<file path="src/rtl/burst_pkg.sv">
package burst_pkg;
    // burst ordering selector
    typedef enum logic {
        ORD_SEQ = 1'b0,
        ORD_XOR = 1'b1
    } burst_order_e;

    // burst length codes: length = 2**code
    localparam logic [1:0] LEN_ONE   = 2'd0;
    localparam logic [1:0] LEN_TWO   = 2'd1;
    localparam logic [1:0] LEN_FOUR  = 2'd2;
    localparam logic [1:0] LEN_EIGHT = 2'd3;
endpackage

</file>
<file path="src/rtl/burst_span_dec.sv">
// Turns a length code into a mask of the column bits that vary in a burst.
module burst_span_dec #(
    parameter int LOW_W  = 3,
    parameter int CODE_W = 2
) (
    input  logic [CODE_W-1:0] code_i,
    output logic [LOW_W-1:0]  mask_o
);
    for (genvar g = 0; g < LOW_W; g++) begin : g_bit
        // bit g varies when the burst spans more than 2**g beats
        assign mask_o[g] = (int'(code_i) > g);
    end
endmodule

</file>
<file path="src/rtl/burst_offset_gen.sv">
// Forms the column address of a beat from the start column, beat index,
// span mask and ordering.
module burst_offset_gen
    import burst_pkg::*;
#(
    parameter int COL_W = 9,
    parameter int LOW_W = 3
) (
    input  logic [COL_W-1:0] start_i,
    input  logic [LOW_W-1:0] beat_i,
    input  logic [LOW_W-1:0] mask_i,
    input  burst_order_e     order_i,
    output logic [COL_W-1:0] col_o
);
    localparam int HI_W = COL_W - LOW_W;

    logic [LOW_W-1:0] seq_low;
    logic [LOW_W-1:0] xor_low;
    logic [LOW_W-1:0] pick_low;
    logic [LOW_W-1:0] keep_low;

    always_comb begin
        seq_low  = start_i[LOW_W-1:0] + beat_i;
        xor_low  = start_i[LOW_W-1:0] ^ beat_i;
        pick_low = (order_i == ORD_XOR) ? xor_low : seq_low;
        keep_low = (start_i[LOW_W-1:0] & ~mask_i) | (pick_low & mask_i);
        col_o    = {start_i[COL_W-1:LOW_W], keep_low};
    end

    logic [HI_W-1:0] unused_hi;
    assign unused_hi = '0;
endmodule

</file>
<file path="src/rtl/burst_seq_ctrl.sv">
// Holds the burst context and steps the beat index.
module burst_seq_ctrl
    import burst_pkg::*;
#(
    parameter int COL_W  = 9,
    parameter int BANK_W = 1,
    parameter int LOW_W  = 3
) (
    input  logic              clk,
    input  logic              rst_n,
    input  logic              load_i,
    input  logic              adv_i,
    input  logic [COL_W-1:0]  start_i,
    input  logic [BANK_W-1:0] bank_i,
    input  logic [LOW_W-1:0]  mask_i,
    input  burst_order_e      order_i,
    output logic              valid_o,
    output logic              last_o,
    output logic [LOW_W-1:0]  beat_o,
    output logic [LOW_W-1:0]  mask_o,
    output logic [COL_W-1:0]  start_o,
    output logic [BANK_W-1:0] bank_o,
    output burst_order_e      order_o
);
    typedef struct packed {
        logic              valid;
        logic [LOW_W-1:0]  beat;
        logic [LOW_W-1:0]  mask;
        logic [COL_W-1:0]  start;
        logic [BANK_W-1:0] bank;
        burst_order_e      order;
    } ctx_t;

    ctx_t ctx_d, ctx_q;
    logic at_end;

    always_comb begin
        at_end = ctx_q.valid && (ctx_q.beat == ctx_q.mask);
        ctx_d  = ctx_q;
        if (load_i) begin
            ctx_d.valid = 1'b1;
            ctx_d.beat  = '0;
            ctx_d.mask  = mask_i;
            ctx_d.start = start_i;
            ctx_d.bank  = bank_i;
            ctx_d.order = order_i;
        end else if (ctx_q.valid && adv_i) begin
            if (at_end) begin
                ctx_d.valid = 1'b0;
            end else begin
                ctx_d.beat = ctx_q.beat + LOW_W'(1);
            end
        end
    end

    always_ff @(posedge clk or negedge rst_n) begin
        if (!rst_n) begin
            ctx_q <= '0;
        end else begin
            ctx_q <= ctx_d;
        end
    end

    assign valid_o = ctx_q.valid;
    assign last_o  = at_end;
    assign beat_o  = ctx_q.beat;
    assign mask_o  = ctx_q.mask;
    assign start_o = ctx_q.start;
    assign bank_o  = ctx_q.bank;
    assign order_o = ctx_q.order;
endmodule

</file>
<file path="src/rtl/sdram_burst_colgen.sv">
module sdram_burst_colgen
    import burst_pkg::*;
#(
    parameter int COL_W  = 9,
    parameter int BANK_W = 1,
    parameter int LOW_W  = 3
) (
    input  logic              clk,
    input  logic              rst_n,
    input  logic              load_i,
    input  logic [COL_W-1:0]  start_col_i,
    input  logic [BANK_W-1:0] bank_i,
    input  logic [1:0]        len_code_i,
    input  logic              order_i,
    input  logic              adv_i,
    output logic [COL_W-1:0]  col_o,
    output logic [BANK_W-1:0] bank_o,
    output logic              valid_o,
    output logic              last_o
);
    localparam int CODE_W = 2;

    logic [LOW_W-1:0] new_mask;
    logic [LOW_W-1:0] cur_mask;
    logic [LOW_W-1:0] cur_beat;
    logic [COL_W-1:0] cur_start;
    burst_order_e     cur_order;
    burst_order_e     in_order;

    assign in_order = burst_order_e'(order_i);

    burst_span_dec #(.LOW_W(LOW_W), .CODE_W(CODE_W)) u_span (
        .code_i (len_code_i),
        .mask_o (new_mask)
    );

    burst_seq_ctrl #(.COL_W(COL_W), .BANK_W(BANK_W), .LOW_W(LOW_W)) u_ctrl (
        .clk     (clk),
        .rst_n   (rst_n),
        .load_i  (load_i),
        .adv_i   (adv_i),
        .start_i (start_col_i),
        .bank_i  (bank_i),
        .mask_i  (new_mask),
        .order_i (in_order),
        .valid_o (valid_o),
        .last_o  (last_o),
        .beat_o  (cur_beat),
        .mask_o  (cur_mask),
        .start_o (cur_start),
        .bank_o  (bank_o),
        .order_o (cur_order)
    );

    burst_offset_gen #(.COL_W(COL_W), .LOW_W(LOW_W)) u_off (
        .start_i (cur_start),
        .beat_i  (cur_beat),
        .mask_i  (cur_mask),
        .order_i (cur_order),
        .col_o   (col_o)
    );
endmodule

</file>
<file path="config.mk">
export PLATFORM = sky130hd
export DESIGN_NAME = sdram_burst_colgen
export DESIGN_NICKNAME = d
export VERILOG_FILES = /design/src/rtl/burst_pkg.sv /design/src/rtl/burst_span_dec.sv /design/src/rtl/burst_offset_gen.sv /design/src/rtl/burst_seq_ctrl.sv /design/src/rtl/sdram_burst_colgen.sv
export SDC_FILE = /design/constraint.sdc
export NUM_CORES = 1
export LEC_CHECK = 0
export BUFFER_PORTS_ARGS = -buffer_cell sky130_fd_sc_hd__buf_4
export CAP_MARGIN = 20
export CELL_PAD_IN_SITES_DETAIL_PLACEMENT = 1
export CELL_PAD_IN_SITES_GLOBAL_PLACEMENT = 2
export CORE_ASPECT_RATIO = 0.8
export CORE_MARGIN = 2
export CORE_UTILIZATION = 33
export CTS_BUF_LIST = sky130_fd_sc_hd__clkbuf_8
export CTS_CLUSTER_SIZE = 28
export DETAILED_ROUTE_END_ITERATION = 10
export PLACE_DENSITY = 0.86
export SYNTH_ARGS = -nofsm -noshare
export SYNTH_HDL_FRONTEND = slang
export SYNTH_SLANG_ARGS = --single-unit
export TNS_END_PERCENT = 5
</file>
<file path="constraint.sdc">
create_clock -name clk -period 2.25 [get_ports clk]
set_input_delay 0.45 -clock clk [delete_from_list [all_inputs] [get_ports clk]]
set_output_delay 0.45 -clock clk [all_outputs]
set_load 0.05 [all_outputs]
</file>
# Word-level counts from Yosys, hierarchy flattened

Index checks and enable logic that the tools add are counted.
Widths: inputs -> output; s select.

$add $sub $neg: 2
Multiply operators: 0
Div/mod/pow operators: 0
Order comparisons: 3
Equal/unequal tests: 2
Shift-type cells: 0
Multiplexer cells: 5
Bitwise logic cells: 5
Reduce and logical (&&, ||, !) cells: 6

Operators with widths:

| kind                | number |
|---|---|
| $mux 4              | 2 |
| $and 3x3->3         | 2 |
| $mux 3              | 2 |
| $gt 2x1->1 const B  | 2 |
| $reduce_and 2->1    | 2 |
| $reduce_bool 2->1   | 2 |
| $add 3x1->3 const B | 1 |
| $add 3x3->3         | 1 |
| $eq 3x3->1          | 1 |
| $not 3->3           | 1 |
| $or 3x3->3          | 1 |
| $xor 3x3->3         | 1 |
| $gt 2x2->1 const B  | 1 |
| $logic_and 1x1->1   | 2 |
| $ne 2x2->1 const B  | 1 |
| $mux 1              | 1 |

Bits in registers: 18
Latch bits: 0
RAM bits: 0
Memory bits (read-only): 0
Input port bits: 17
Output and inout port bits: 12
Logic and storage cells: 29
Memories kept: 0

# Logic depth before layout (Yosys ltp)

Gate-level depths: netlist (run 1).

Depth after elaboration: 5
Gate-level depth with buffers: 6
Gate-level depth less buffers: 6

# Modules after synthesis

Synthesis (run 1) repeated with hierarchy kept, for this count alone.

Cell total of the unflattened synthesis: 89
Area, all modules: 1026.0 µm²

Modules (own cells, without submodules):

| module           | instances | cells each | area each (µm²) | sequential area each (µm²) |
|---|---|---|---|---|
| burst_seq_ctrl   | 1         | 66         | 850.8           | 450.4 |
| burst_offset_gen | 1         | 20         | 157.7           | 0.0 |
| burst_span_dec   | 1         | 3          | 17.5            | 0.0 |

# Worst setup path after synthesis (run 1)

OpenSTA, ideal clock, no wires.

Path kind: flip-flop to output port
From: register u_ctrl.ctx_q (netlist bit u_ctrl.beat_o[0])
To: output port col_o[2]
Arrival: 2.213 ns
Data required time: 1.800 ns
Slack: -0.413 ns
Stages on the path, launching flop included: 7
Buffers on the path: 0
Path through: dfrtp_1 -> ha_1 -> inv_1 -> fa_1 -> or3_1 -> a21oi_2 -> xor2_1

Longest elaborated chain between the ends: 4

RTL lines:

| item                   | RTL line                 | RTL |
|---|---|---|
| from (decl)            | burst_seq_ctrl.sv:34     | `ctx_t ctx_d, ctx_q;` |
| from (signal assigned) | burst_seq_ctrl.sv:60     | `ctx_q <= ctx_d;` |
| $add 3x3->3            | burst_offset_gen.sv:23   | `seq_low = start_i[LOW_W-1:0] + beat_i;` |
| $mux 3                 | burst_offset_gen.sv:25   | `pick_low = (order_i == ORD_XOR) ? xor_low : seq_low;` |
| $and 3x3->3            | burst_offset_gen.sv:26   | `keep_low = (start_i[LOW_W-1:0] & ~mask_i) \| (pick_low & mask_i);` |
| $or 3x3->3             | burst_offset_gen.sv:26   |  |
| to (decl)              | sdram_burst_colgen.sv:16 | `output logic [COL_W-1:0] col_o,` |

No other way between the ends.

# Final worst setup path (run 1)

Same ends and word-level chain as after synthesis.

==> results of run 1 <==
## state kept, by name, indices dropped and copies added (netlist names)
| signal | cells |
|---|---|
| u_ctrl.bank_o | 1 |
| u_ctrl.start_o | 9 |
| u_ctrl.mask_o | 3 |
| u_ctrl.valid_o | 1 |
| u_ctrl.order_o | 1 |
| u_ctrl.beat_o | 3 |
## critical path: cells and delay by family, from the launching register on
| family | cells | cell delay (ns) |
|---|---|---|
| xor+xnor | 1 | 0.15 |
| buf+inv | 2 | 0.22 |
| flops | 1 | 0.35 |
| compound gates | 1 | 0.18 |
| simple gates | 1 | 0.32 |
| fa+ha+maj | 2 | 0.49 |
## stage by stage
stage | TNS, ns | utilization, % | setup WS [ns] | power [uW]
global placement | 0 | 43.18 | 0.05323 | 864.1
global route | -0.3717 | 45.37 | -0.2657 | 1182
detailed placement | -0.03238 | 43.18 | -0.03238 | 881.7
finish | -0.1801 | 45.37 | -0.1634 | 1104
CTS | -0.2758 | 45.28 | -0.1962 | 1115
floorplan | -0.2005 | - | -0.1747 | 735.6
## where the power goes
group / leakage, uW / internal, uW / switching (uW) / total [uW]
logic: 0.000341 / 191 / 301 / 492
clock network: 0.0000216 / 119 / 95.8 / 214
registers: 0.000213 / 364 / 32.6 / 397
total: 0.000576 / 674 / 430 / 1100
## path summary, 6_finish.rpt
path	to	from	slack, ns
max	col_o[2]	u_ctrl.beat_o[0]	-0.16
min	u_ctrl.beat_o[2]	rst_n	0.06
max reg2reg	u_ctrl.beat_o[2]	u_ctrl.beat_o[1]	0.83
min reg2reg	u_ctrl.start_o[3]	u_ctrl.start_o[3]	0.51
max in group asynchronous	u_ctrl.bank_o	rst_n	1.99
min in group clk	u_ctrl.start_o[1]	start_col_i[1]	0.42
## layout by cell type, fill, tap and decap left out, drive strengths merged, types with 4 or more instances in the layout
| cell | n |
|---|---|
| inv | 5 |
| dfrtp | 18 |
| mux2 | 12 |
| nand3 | 4 |
| buf | 31 |
| a21oi | 5 |
| xor2 | 4 |
| o21ai | 5 |
## final cells by class
| cell class | instances | area share, % |
|---|---|---|
| clock buffer | 3 | 3.242 |
| timing repair buffer | 31 | 18.86 |
| tap | 38 | 3.733 |
| multi-input combinational | 58 | 37.33 |
| inverter | 5 | 1.473 |
| sequential | 18 | 35.36 |
## logic make-up after synthesis
| family | share of synthesized area (%) |
|---|---|
| xor+xnor | 6.234 |
| buf+inv | 7.506 |
| simple gates | 11.20 |
| compound gates | 8.651 |
| fa+ha+maj | 5.853 |
| mux | 14.76 |
| flops | 45.80 |
## what timing repair did
| item | CTS | global route |
|---|---|---|
| endpoints found under the setup margin | 2 | 2 |
| pin swaps | 2 | 0 |
| buffers inserted | 1 | 0 |
| endpoints found under the hold margin | 0 | 0 |
| resized for setup | 3 | 2 |
| hold buffers | 0 | 0 |
## routing by layer
| metal | track usage (%) | wire, um | vias to the layer above |
|---|---|---|---|
| met5 | 0 | 0 | - |
| li1 | - | - | 358 |
| met4 | 2.083 | 18 | 0 |
| met3 | 3.226 | 67 | 2 |
| met1 | 16.38 | 951 | 374 |
| met2 | 26.29 | 1058 | 18 |
==> results.json, run 1 <==
{
  "first_pass_iters": 4,
  "cellPowerDensity_nw_per_um2": 866.5,
  "ys_ff_latch": 18,
  "fin_crit_ns": 2.413,
  "yosysSeqAreaShare_pct": 45.80,
  "synth_cells": 89,
  "syn_nets": 110,
  "finalCritPeriodShare_pct": 107.3,
  "fp.dieArea_um2": 3435,
  "port_buffers": 28,
  "nets": 138,
  "synth_top_cells_by_area": "dfrtp_1 46%, mux2_2 14%, buf_4 4.6%, ha_1 3.8%, xor2_1 3.6%",
  "synth_area_um2": 983.4,
  "grt_pass1_vias": 796,
  "rr_worst_depth": 4,
  "violations": "setup timing",
  "core_area_um2": 2808,
  "dpl.hpwl_um": 1610,
  "slew_headroom_pct": 73.88,
  "critPathMaxStageDelay_ns": 0.35,
  "vias": 752,
  "status": "complete, but fails checks",
  "route.detailed.drc": 0,
  "rsz0062_at_grt": "true",
  "required_ns": 1.80,
  "worstMarginPinSlew_ns": 0.3891,
  "path_clk_slew_ns": 0.06,
  "synth_top_area_cell": "dfrtp_1",
  "synth_edf_count": 0,
  "dpl.cell_count": 149,
  "crit_path_start_kind": "flip-flop",
  "ctsRootBufferMaster": "clkbuf_8",
  "crit_arrival_ns": 1.96,
  "ys.flop_type": "dfrtp_1",
  "hold_viol_final": 0,
  "grt_util_all_layers_pct": 13.86,
  "grt_first_pass_wirelength_um": 3650,
  "synth_most_common_cell": "dfrtp_1",
  "synthArstFlopShare_pct": 100.0,
  "grt_max_degree": 24,
  "wl_um": 2095,
  "clock_path_buffers": 2,
  "htreeDepth": 1,
  "crit_fanout": 2,
  "area_growth_pct": 29.52,
  "drv_slew": 0,
  "yosysWarnings": 0,
  "clock_latency_ns": 0.24,
  "p_leak_uw": 0.0005758,
  "clock_skew_ns": 0.003243,
  "syn_area_per_cell_um2": 11.05,
  "num_io_pins": 29,
  "die_h_um": 52.83,
  "ir_drop_uv": 330.8,
  "rows": 17,
  "fin_ws_ns": -0.1634,
  "crit_chain": "ha_1 > inv_2 > fa_2 > or3_1 > a21oi_2 > xor2_2 > buf_6",
  "crit_type": "flip-flop to output port",
  "worst_setup_path_end_kind": "output port",
  "synthDistinctLibCells": 25,
  "cts_tree": "yes",
  "drive_above_1_share_pct": 45.22,
  "fill_cells": 320,
  "dieWidth_um": 65.04,
  "setup-violations-final": 2,
  "ant_nets": 0,
  "seqCellArea_um2": 450.4,
  "cap_violations": 0,
  "final_cells": 153,
  "viasPerCell": 4.915,
  "hold_class": "input pin to async pin",
  "gp_congestion": 0.8494,
  "antenna_found_initial": 0,
  "timing.hold.ws_ns": 0.06111,
  "synthTopCellsByCount": "18 x dfrtp_1, 12 x mux2_2, 6 x buf_4",
  "antenna_cells": 0,
  "start_util_pct": 35.03,
  "multi_input_area_um2": 475.5,
  "cp_slowest_cell": "dfrtp_1",
  "final_area_um2": 1274,
  "postPlaceCellArea_um2": 1212,
  "synth_top_area_share_pct": 45.80,
  "drt_first_iter_violations": 11,
  "cts_sinks": 18,
  "overflow": 0,
  "route.detailed.wl_per_inst_um": 13.69,
  "cts_made_buffers": 3,
  "max_clock_freq_ghz": 0.4144
}
Note: power is estimated with default switching activity, not from simulation.
==> run 2, diff against run 1 <==
--- a/config.mk
+++ b/config.mk
@@ -11,11 +11,10 @@
 export CELL_PAD_IN_SITES_GLOBAL_PLACEMENT = 2
 export CORE_ASPECT_RATIO = 0.8
 export CORE_MARGIN = 2
-export CORE_UTILIZATION = 33
-export CTS_BUF_LIST = sky130_fd_sc_hd__clkbuf_8
+export CORE_UTILIZATION = 31
 export CTS_CLUSTER_SIZE = 28
 export DETAILED_ROUTE_END_ITERATION = 10
-export PLACE_DENSITY = 0.86
+export PLACE_DENSITY = 0.82
 export SYNTH_ARGS = -nofsm -noshare
 export SYNTH_HDL_FRONTEND = slang
 export SYNTH_SLANG_ARGS = --single-unit
==> results.json, run 2 (synthesized netlist as in run 1, its figures left out) <==
{
  "num_io_pins": 29,
  "status": "complete, but fails checks",
  "clock_skew_ns": 0.005802,
  "tns_ns": -0.2152,
  "grt_pass1_vias": 762,
  "hold_class": "input pin to async pin",
  "crit_fanout": 3,
  "drt_first_iter_violations": 15,
  "finalCritPeriodShare_pct": 108.8,
  "crit_type": "flip-flop to output port",
  "cts_sinks": 18,
  "p_leak_uw": 0.0005788,
  "dpl.hpwl_um": 1644,
  "area_growth_pct": 31.68,
  "first_pass_iters": 4,
  "max_clock_freq_ghz": 0.4085,
  "hold_buffers": 0,
  "grt_first_pass_wirelength_um": 3774,
  "dieWidth_um": 66.97,
  "seq_power_share_pct": 34.5,
  "vias": 753,
  "required_ns": 1.80,
  "critPathMaxStageDelay_ns": 0.37,
  "crit_arrival_ns": 2.00,
  "port_buffers": 28,
  "drive_above_1_share_pct": 46.09,
  "worst_setup_path_end_kind": "output port",
  "die_h_um": 54.38,
  "gp_congestion": 0.7695,
  "final_cells": 155,
  "route.detailed.drc": 0,
  "fp.dieArea_um2": 3642,
  "ant_nets": 0,
  "clock_power_share_pct": 23.3,
  "wl_um": 2185,
  "clock_latency_ns": 0.26,
  "overflow": 0,
  "htreeDepth": 1,
  "cts_tree": "yes",
  "grt_util_all_layers_pct": 14.17,
  "ir_drop_uv": 456.9,
  "antenna_cells": 0,
  "clock_path_buffers": 2,
  "antenna_found_initial": 0,
  "hold_viol_final": 0,
  "violations": "setup timing",
  "p_sw_share_pct": 38.65,
  "largest_reg_flops": 9,
  "setup-violations-final": 2,
  "worstMarginPinSlew_ns": 0.3474,
  "mostFrequentLayoutCell": "buf_4",
  "total_power_uw": 1156,
  "path_clk_slew_ns": 0.07,
  "crit_path_start_kind": "flip-flop",
  "rows": 18,
  "viasPerCell": 4.858,
  "cellPowerDensity_nw_per_um2": 892.4,
  "cap_violations": 0,
  "dpl.cell_count": 151,
  "cp_slowest_cell": "dfrtp_1",
  "nets": 137,
  "seqCellArea_um2": 450.4,
  "ctsRootBufferMaster": "clkbuf_8",
  "p_int_uw": 709.0,
  "final_cell_mix": "28 x buf_4, 18 x dfrtp_1, 12 x mux2_2",
  "cts_setup_buffers": 0,
  "fill_cells": 363,
  "cts_made_buffers": 3,
  "route.detailed.wl_per_inst_um": 14.10,
  "rsz0062_at_grt": "true",
  "p_sw_uw": 446.6,
  "fin_ws_ns": -0.1978,
  "crit_family": "adder cells",
  "slew_headroom_pct": 76.52,
  "crit_chain": "ha_2 > inv_2 > fa_2 > or3_4 > a21oi_4 > xor2_2 > buf_6",
  "fin_crit_ns": 2.448,
  "core_area_um2": 3063,
  "grt_max_degree": 24,
  "cp_num_buf_inv": 2,
  "power_frac_comb_pct": 42.2,
  "multi_input_area_um2": 488.0,
  "start_util_pct": 32.11,
  "drv_slew": 0
}
run 2: cell count changes in the layout (fill, tap and decap cells not counted), sizes merged:
| cell | delta |
|---|---|
| buf | -1 |
| clkbuf | +1 |
run 2: worst paths after layout:
kind | endpoint | depth (start not counted) | start | slack (ns)
setup reg to reg | u_ctrl.beat_o[1] | 5 | u_ctrl.beat_o[0] | 0.79
setup / recovery | col_o[2] | 7 | u_ctrl.start_o[0] | -0.20
max in group asynchronous | u_ctrl.start_o[4] | 1 | rst_n | 1.98
hold / removal | u_ctrl.start_o[1] | 1 | rst_n | 0.05
hold reg to reg | u_ctrl.start_o[3] | 1 | u_ctrl.start_o[3] | 0.51
min in group clk | u_ctrl.start_o[1] | 3 | start_col_i[1] | 0.40
run 2: timing repair:
| action | CTS | global route |
|---|---|---|
| pin swaps | 1 | 2 |
| gates resized for setup | 2 | 5 |
| endpoints found under the setup margin | 2 | 2 |
run 2: per-stage QoR:
step,cell area (um^2),utilization [%],hold WS [ns],worst slack [ns]
final,1295,42.28,0.05478,-0.1978
after global placement,1215,39.67,0.3370,0.04723
after floorplan,994.7,-,0.1544,-0.1747
after CTS,1277,41.71,0.06046,-0.2485
after detailed placement,1215,39.67,0.3434,0.01027
after global routing,1295,42.28,0.05949,-0.2930
run 2: layout make-up:
| cell class | count | share of cell area, % |
|---|---|---|
| clock buffers | 4 | 4.251 |
| inverters | 5 | 1.449 |
| multi-input cells | 58 | 37.68 |
| flip-flops and latches | 18 | 34.78 |
| well taps | 40 | 3.865 |
| repair buffers | 30 | 17.97 |
run 2: per-layer routing:
metal | global-route usage [%] | part of all wire [%] | vias up | routed length, um
met2 | 23.33 | 46 | 20 | 1015
met4 | 4.082 | 0.87 | 0 | 19
li1 | - | - | 357 | -
met3 | 4.115 | 5.6 | 5 | 122
met5 | 0 | 0 | - | 0
met1 | 18.36 | 47 | 371 | 1027
run 2: power by group through the flow:
stage / registers (uW) / logic (uW) / clock network [uW]
after floorplan: 426 / 310 / 0
after CTS: 399 / 484 / 281
after global placement: 401 / 463 / 0
final: 398 / 487 / 270
after global routing: 406 / 531 / 293
after detailed placement: 405 / 474 / 0
==> run 3, diff against run 2 <==
--- a/config.mk
+++ b/config.mk
@@ -14,7 +14,8 @@
 export CORE_UTILIZATION = 31
 export CTS_CLUSTER_SIZE = 28
 export DETAILED_ROUTE_END_ITERATION = 10
-export PLACE_DENSITY = 0.82
+export PLACE_DENSITY = 0.73
+export SKIP_CTS_REPAIR_TIMING = 1
 export SYNTH_ARGS = -nofsm -noshare
 export SYNTH_HDL_FRONTEND = slang
 export SYNTH_SLANG_ARGS = --single-unit
==> results.json, run 3 (synthesized netlist as in run 1, its figures left out) <==
{
  "p_leak_uw": 0.0005761,
  "htreeDepth": 1,
  "overflow": 0,
  "grt_max_degree": 24,
  "rsz0062_at_grt": "true",
  "cellPowerDensity_nw_per_um2": 895.2,
  "worstMarginPinSlew_ns": 0.3698,
  "crit_fanout": 3,
  "max_clock_freq_ghz": 0.4091,
  "dpl.cell_count": 151,
  "core_area_um2": 3063,
  "rows": 18,
  "crit_arrival_ns": 1.99,
  "fill_cells": 360,
  "grt_util_all_layers_pct": 12.46,
  "num_io_pins": 29,
  "final_cells": 155,
  "route.detailed.wl_per_inst_um": 12.89,
  "hold_class": "input pin to async pin",
  "dpl.hpwl_um": 1522,
  "ant_nets": 0,
  "clock_latency_ns": 0.25,
  "timing.rr.start": "u_ctrl.beat_o[0]",
  "grt_first_pass_wirelength_um": 3284,
  "gp_congestion": 0.8420,
  "nets": 137,
  "fin_ws_ns": -0.1943,
  "finalCritPeriodShare_pct": 108.6,
  "dieWidth_um": 66.97,
  "status": "complete, but fails checks",
  "path_clk_slew_ns": 0.07,
  "drt_first_iter_violations": 8,
  "cts_sinks": 18,
  "vias": 739,
  "start_util_pct": 32.11,
  "worst_setup_path_end_kind": "output port",
  "wl_um": 1998,
  "clock_path_buffers": 2,
  "ir_drop_uv": 360.1,
  "crit_type": "flip-flop to output port",
  "postPlaceCellArea_um2": 1215,
  "fin_crit_ns": 2.444,
  "cts_made_buffers": 3,
  "largest_reg_flops": 9,
  "viasPerCell": 4.768,
  "antenna_found_initial": 0,
  "clock_skew_ns": 0.001681,
  "slew_headroom_pct": 75.17,
  "antenna_cells": 0,
  "die_h_um": 54.38,
  "mostFrequentLayoutCell": "buf_4",
  "area_growth_pct": 31.04,
  "crit_path_start_kind": "flip-flop",
  "final_cell_mix": "28 x buf_4, 18 x dfrtp_1, 12 x mux2_2",
  "crit_start": "u_ctrl.start_o[0]",
  "port_buffers": 28,
  "fp.dieArea_um2": 3642,
  "drv_slew": 0,
  "drive_above_1_share_pct": 46.96,
  "total_power_uw": 1154,
  "ctsRootBufferMaster": "clkbuf_8",
  "cts_tree": "yes",
  "timing.hold.ws_ns": 0.05019,
  "required_ns": 1.80,
  "hold_viol_final": 0,
  "final_area_um2": 1289,
  "violations": "setup timing",
  "cap_violations": 0,
  "route.detailed.drc": 0,
  "first_pass_iters": 2,
  "grt_pass1_vias": 722,
  "setup-violations-final": 2
}
==> run 3: cell counts in the layout (fill, tap and decap cells not counted) <==
Identical to the previous run, type by type.
==> run 3: layout make-up <==
class	instances	area, um^2	share of cell area (%)
timing repair buffer	30	232.7	18.06
tap	40	50.05	3.883
clock buffer	4	55.05	4.272
multi-input combinational	58	481.7	37.38
inverter	5	18.77	1.456
sequential	18	450.4	34.95
==> run 3: final timing paths <==
check | depth (start not counted) | slack [ns] | end
worst min-delay path | 1 | 0.05 | u_ctrl.start_o[8]
min in group clk | 3 | 0.40 | u_ctrl.start_o[1]
worst max-delay path | 7 | -0.19 | col_o[2]
max in group asynchronous | 1 | 2.00 | u_ctrl.valid_o
worst min register to register | 1 | 0.51 | u_ctrl.start_o[5]
worst max register to register | 5 | 0.84 | u_ctrl.beat_o[1]
==> run 3: power breakdown <==
part / total, uW / switching, uW / internal, uW
clock network: 265 / 110 / 156
logic: 491 / 298 / 193
registers: 397 / 33.2 / 364
==> run 3: worst max-delay path, cell delays in order, from the launching register on <==
cell     delay (ns)
dfrtp_1        0.37
ha_2           0.20
inv_2          0.04
fa_2           0.32
or3_1          0.32
a21oi_2        0.17
xor2_2         0.15
buf_6          0.17
==> run 3: per-stage QoR <==
| stage | setup WS (ns) | utilization, % | setup TNS (ns) |
|---|---|---|---|
| global route | -0.2975 | 42.08 | -0.4147 |
| global placement | 0.02250 | 39.67 | 0 |
| floorplan | -0.1747 | - | -0.2005 |
| detailed placement | -0.0006926 | 39.67 | -0.0006926 |
| finish | -0.1943 | 42.08 | -0.2122 |
| CTS | -0.2819 | 41.46 | -0.3508 |
==> run 3: metal layers <==
| layer | GRT usage [%] | vias to the layer above | routed length [um] |
|---|---|---|---|
| met5 | 0 | - | 0 |
| met4 | 4.082 | 0 | 30 |
| met3 | 3.704 | 4 | 74 |
| met2 | 20.83 | 14 | 941 |
| met1 | 15.66 | 361 | 952 |
| li1 | - | 360 | - |
